<file path="src/rtl/irq_flag_reg.sv">
module irq_flag_reg #(
  parameter int NLINES = 15,
  parameter int REGW   = 16,
  localparam int IDW   = $clog2(NLINES),
  localparam int MW    = 2 * NLINES
) (
  input  logic              clk,
  input  logic              rst_n,
  input  logic [NLINES-1:0] irq_pin,
  input  logic [MW-1:0]     sense_mode,
  input  logic              ack_valid,
  input  logic [IDW-1:0]    ack_line,
  input  logic              rd_en,
  input  logic              wr_en,
  input  logic [REGW-1:0]   wr_data,
  output logic [REGW-1:0]   rd_data
);

  logic [NLINES-1:0] meta, lvl, lvl_q;
  logic [NLINES-1:0] flag, armed, set_ev, clr_ev;

  always_ff @(posedge clk or negedge rst_n) begin
    if (!rst_n) begin
      meta  <= '1;
      lvl   <= '1;
      lvl_q <= '1;
    end else begin
      meta  <= irq_pin;
      lvl   <= meta;
      lvl_q <= lvl;
    end
  end

  for (genvar i = 0; i < NLINES; i++) begin : g_line
    logic [1:0] m;
    logic       fall, rise, sw_clr, ak_clr;
    assign m      = sense_mode[2*i +: 2];
    assign fall   = lvl_q[i] & ~lvl[i];
    assign rise   = ~lvl_q[i] & lvl[i];
    assign set_ev[i] = (m == 2'b00) ? ~lvl[i] :
                       (m == 2'b01) ? fall :
                       (m == 2'b10) ? rise : (fall | rise);
    assign sw_clr = wr_en & ~wr_data[i] & armed[i];
    assign ak_clr = ack_valid & (ack_line == IDW'(i)) & ((m != 2'b00) | lvl[i]);
    assign clr_ev[i] = sw_clr | ak_clr;

    always_ff @(posedge clk or negedge rst_n) begin
      if (!rst_n) begin
        flag[i]  <= 1'b0;
        armed[i] <= 1'b0;
      end else begin
        flag[i] <= set_ev[i] | (flag[i] & ~clr_ev[i]);
        if (clr_ev[i])            armed[i] <= 1'b0;
        else if (rd_en & flag[i]) armed[i] <= 1'b1;
      end
    end
  end

  assign rd_data = REGW'(flag);

endmodule

</file>
<file path="config.mk">
export PLATFORM = sky130hd
export DESIGN_NAME = irq_flag_reg
export DESIGN_NICKNAME = d
export VERILOG_FILES = /design/src/rtl/irq_flag_reg.sv
export SDC_FILE = /design/constraint.sdc
export NUM_CORES = 1
export LEC_CHECK = 0
export ABC_CLOCK_PERIOD_IN_PS = 3350
export BUFFER_PORTS_ARGS = -buffer_cell sky130_fd_sc_hd__buf_2
export CORE_MARGIN = 2
export CORE_UTILIZATION = 30
export DETAILED_ROUTE_END_ITERATION = 8
export SLEW_MARGIN = 20
export SYNTH_ARGS = -nofsm -noshare
export SYNTH_HDL_FRONTEND = slang
export SYNTH_SLANG_ARGS = --single-unit
</file>
<file path="constraint.sdc">
create_clock -name clk -period 3.35 [get_ports clk]
set_input_delay 0.1675 -clock clk [delete_from_list [all_inputs] [get_ports clk]]
set_output_delay 0.1675 -clock clk [all_outputs]
set_load 0.02 [all_outputs]
</file>
==> flow_metrics.py <==
metrics = {
    "outcome": {
        "status": "complete, but fails checks",
        "violations": "negative hold slack",
    },
    "setup_path": {
        "crit_fanout": 4,
        "worstPathCellList": "inv_1 > ha_1 > inv_1 > mux4_2 > o21bai_1",
        "startpoint_type": "flip-flop",
        "crit_family": "flip-flops",
        "endpoint_kind": "flip-flop",
        "crit_path_frequent_cell": "inv_1",
        "cpPeakStageDelay_ps": 550,
        "cp.arrival_ps": 1870,
        "worstPathRequired_ps": 3560,
        "worstSetupPathType": "flip-flop to flip-flop",
        "crit_slowest_cell": "dfstp_2",
        "path_buf_inv": 2,
    },
    "timing": {
        "tns_ps": 0,
        "fin_crit_sh_pct": 49.4,
        "report.final.slew_viol_count": 0,
        "fmax_mhz": 604,
        "finalClockSkew_ps": 5.68,
        "report.final.hold_viol_count": 11,
        "whs_ps": -18.5,
        "rsz0062_at_grt": "no",
        "final.min_clock_period_ps": 1660,
        "maxSlewHeadroom_pct": 36.6,
        "setup_violations": 0,
        "tightest_slew_ps": 950,
    },
    "synth": {
        "yosys-top-cells-area": "dfstp_2 (34%), dfrtp_1 (22%), ha_1 (11%)",
        "synth_nets": 404,
        "synth_top_area_cell": "dfstp_2",
        "synth-edff-count": 0,
        "async_flop_share_pct": 100,
        "synth-main-ff-cell": "dfstp_2",
        "yosys.area.top_type_share_pct": 34.2,
        "ys_top_cells_by_count": "inv_1 (48), dfstp_2 (45), dfrtp_1 (30), ha_1 (30), nor2_1 (25)",
        "yosys.cell_count.top_type": "inv_1",
        "syn_area_um2": 3460,
        "synth-seq-area-share_pct": 55.8,
        "netlist_instances": 304,
        "syn_area_per_cell_um2": 11.4,
        "yosys_warnings": 0,
        "ys_types": 24,
        "synth-seq-cells": 75,
    },
    "global_route": {
        "first_global_vias": 2693,
        "antenna_found_initial": 0,
        "globalRouteTotalUtil_pct": 13.8,
        "grt_max_degree": 76,
        "grt_pass1_wl_um": 13100,
        "globalRouteOverflowTotal": 0,
    },
    "pwr": {
        "p_sw_share_pct": 26.4,
        "p_clk_share_pct": 38.1,
        "p_leak_nw": 2.12,
        "seqPwrFrac_pct": 46.9,
        "internal_power_mw": 1.73,
        "powerDensity_nw_per_um2": 525,
        "ir_worst_vdd_uv": 279,
        "p_switching_uw": 618,
        "p_comb_share_pct": 15.0,
    },
    "floorplanning": {
        "start_util_pct": 30.6,
        "core_um2": 11300,
        "dieHeight_um": 111,
        "num_rows": 39,
        "io_pins": 86,
        "die_w_um": 111,
        "die-area_um2": 12400,
    },
    "cts": {
        "cts_root_buf": "clkbuf_16",
        "numCtsBuffers": 9,
        "cts_buffer_depth": 2,
        "tritoncts": "built",
        "cts.sinks": 75,
        "post_cts_resized": 0,
        "post_cts_buffers": 0,
        "clk_latency_ps": 340,
        "clkSlewWorstSetupHoldPaths_ps": 50,
        "ctsHtreeMaxLevel": 3,
    },
    "layout": {
        "area_growth_pct": 29.1,
        "n_antenna_cell": 0,
        "drive_gt1_share_pct": 36.4,
        "final_net_count": 510,
    },
    "job": {
        "max_cap_viol_count": 0,
    },
    "detailed_routing": {
        "drcViolationCount": 0,
        "first_iter_violations": 95,
        "first_pass_iters": 4,
        "avgRoutedWirePerCell_um": 14.3,
        "viasPerCell": 4.67,
        "num_vias": 2608,
        "drtAntennaViolNets": 0,
        "wirelength_um": 7950,
    },
    "placement": {
        "io_buffers": 83,
        "hpwl_um": 5650,
        "gp_congestion": 0.807,
    },
    "worst_hold_path": {
        "holdCritPathClass": "input port to async pin",
    },
}
[final cells by class]
cell class / instances / area (um2)
Sequential cell: 75 / 1930
Inverter: 48 / 180
Timing Repair Buffer: 98 / 568
Multi-Input combinational cell: 178 / 1330
Tap cell: 143 / 179
Clock inverter: 2 / 10.0
Fill cell: 1085 / 6850
Clock buffer: 14 / 264
[placed cells by master, fill, tap and decap left out, drive strengths merged]
cell type     n
nand2        15
clkinv        2
nor3         17
o31ai        13
ha           30
conb          1
dfstp        45
nor2         25
o211ai       10
clkbuf       14
dlygate4sd3  15
mux4          5
nand2b        2
o221ai       10
a21oi        23
inv          48
or3b          1
dfrtp        30
buf          83
nand3b       17
o21bai        5
nand3         1
or2           1
a21o          2
[power by group through the flow]
stage                     clock network (mW)  registers, mW  logic, mW
after global routing                   0.974           1.11      0.398
after floorplan                            0           1.14      0.159
after CTS                              0.929           1.10      0.359
after detailed placement                   0           1.11      0.345
after global placement                     0           1.11      0.332
final                                  0.893           1.10      0.353
[per-layer routing]
layer,vias to the layer above,wire length [um],track usage [%]
met5,-,0,0
met4,0,182,6.58
met1,1268,3550,17.0
met3,13,416,4.41
li1,1262,-,-
met2,65,3810,21.9
[flip-flops by register name (all words and copies together), names as in the netlist]
signal and cells:
rd_data 15, lvl_q 15, lvl 15, armed 15, meta 15
[per-stage QoR]
stage / power, mW / std cells / setup WS, ps / cell area [um2] / util (%)
2_1_floorplan: 1.30 / 304 / 1770 / 3460 / -
3_3_place_gp: 1.44 / 527 / 1730 / 4040 / 35.7
3_5_place_dp: 1.46 / 527 / 1690 / 4040 / 35.7
4_1_cts: 2.39 / 558 / 1680 / 4470 / 39.5
5_1_grt: 2.49 / 558 / 1620 / 4470 / 39.5
6_report: 2.35 / 558 / 1690 / 4470 / 39.5
[final timing paths]
kind | from | to | cells past startpoint | slack (ps)
setup reg to reg | lvl[10]$_DFF_PN1_ | rd_data[10]$_DFF_PN0_ | 5 | 1690
hold reg to reg | meta[9]$_DFF_PN1_ | lvl[9]$_DFF_PN1_ | 0 | 350
max in group asynchronous | rst_n | rd_data[11]$_DFF_PN0_ | 1 | 2750
min in group clk | sense_mode[17] | rd_data[8]$_DFF_PN0_ | 2 | 70
hold / removal | rst_n | rd_data[12]$_DFF_PN0_ | 1 | -20
setup / recovery | lvl[10]$_DFF_PN1_ | rd_data[10]$_DFF_PN0_ | 5 | 1690
[worst register-to-register path, cell delays in order (launching register included)]
cell and delay (ps):
dfstp_2 550, inv_1 60, ha_1 270, inv_1 30, mux4_2 440, o21bai_1 170
[logic make-up after synthesis]
logic type	count (synthesis)	synth area share [%]
buffers and inverters	51	5.64
AND/OR/NAND/NOR	79	11.5
flip-flops	75	55.8
adder cells (fa/ha/maj)	30	10.8
multiplexers	5	3.25
other	1	0.108
AO/OA/AOI/OAI	63	12.8
[timing repair]
item | 4_1_cts | 5_1_grt
endpoints found under the setup margin | 0 | 0
endpoints found under the hold margin | 15 | 0
hold buffers | 15 | 0
Note: power is estimated with default switching activity, not from simulation.
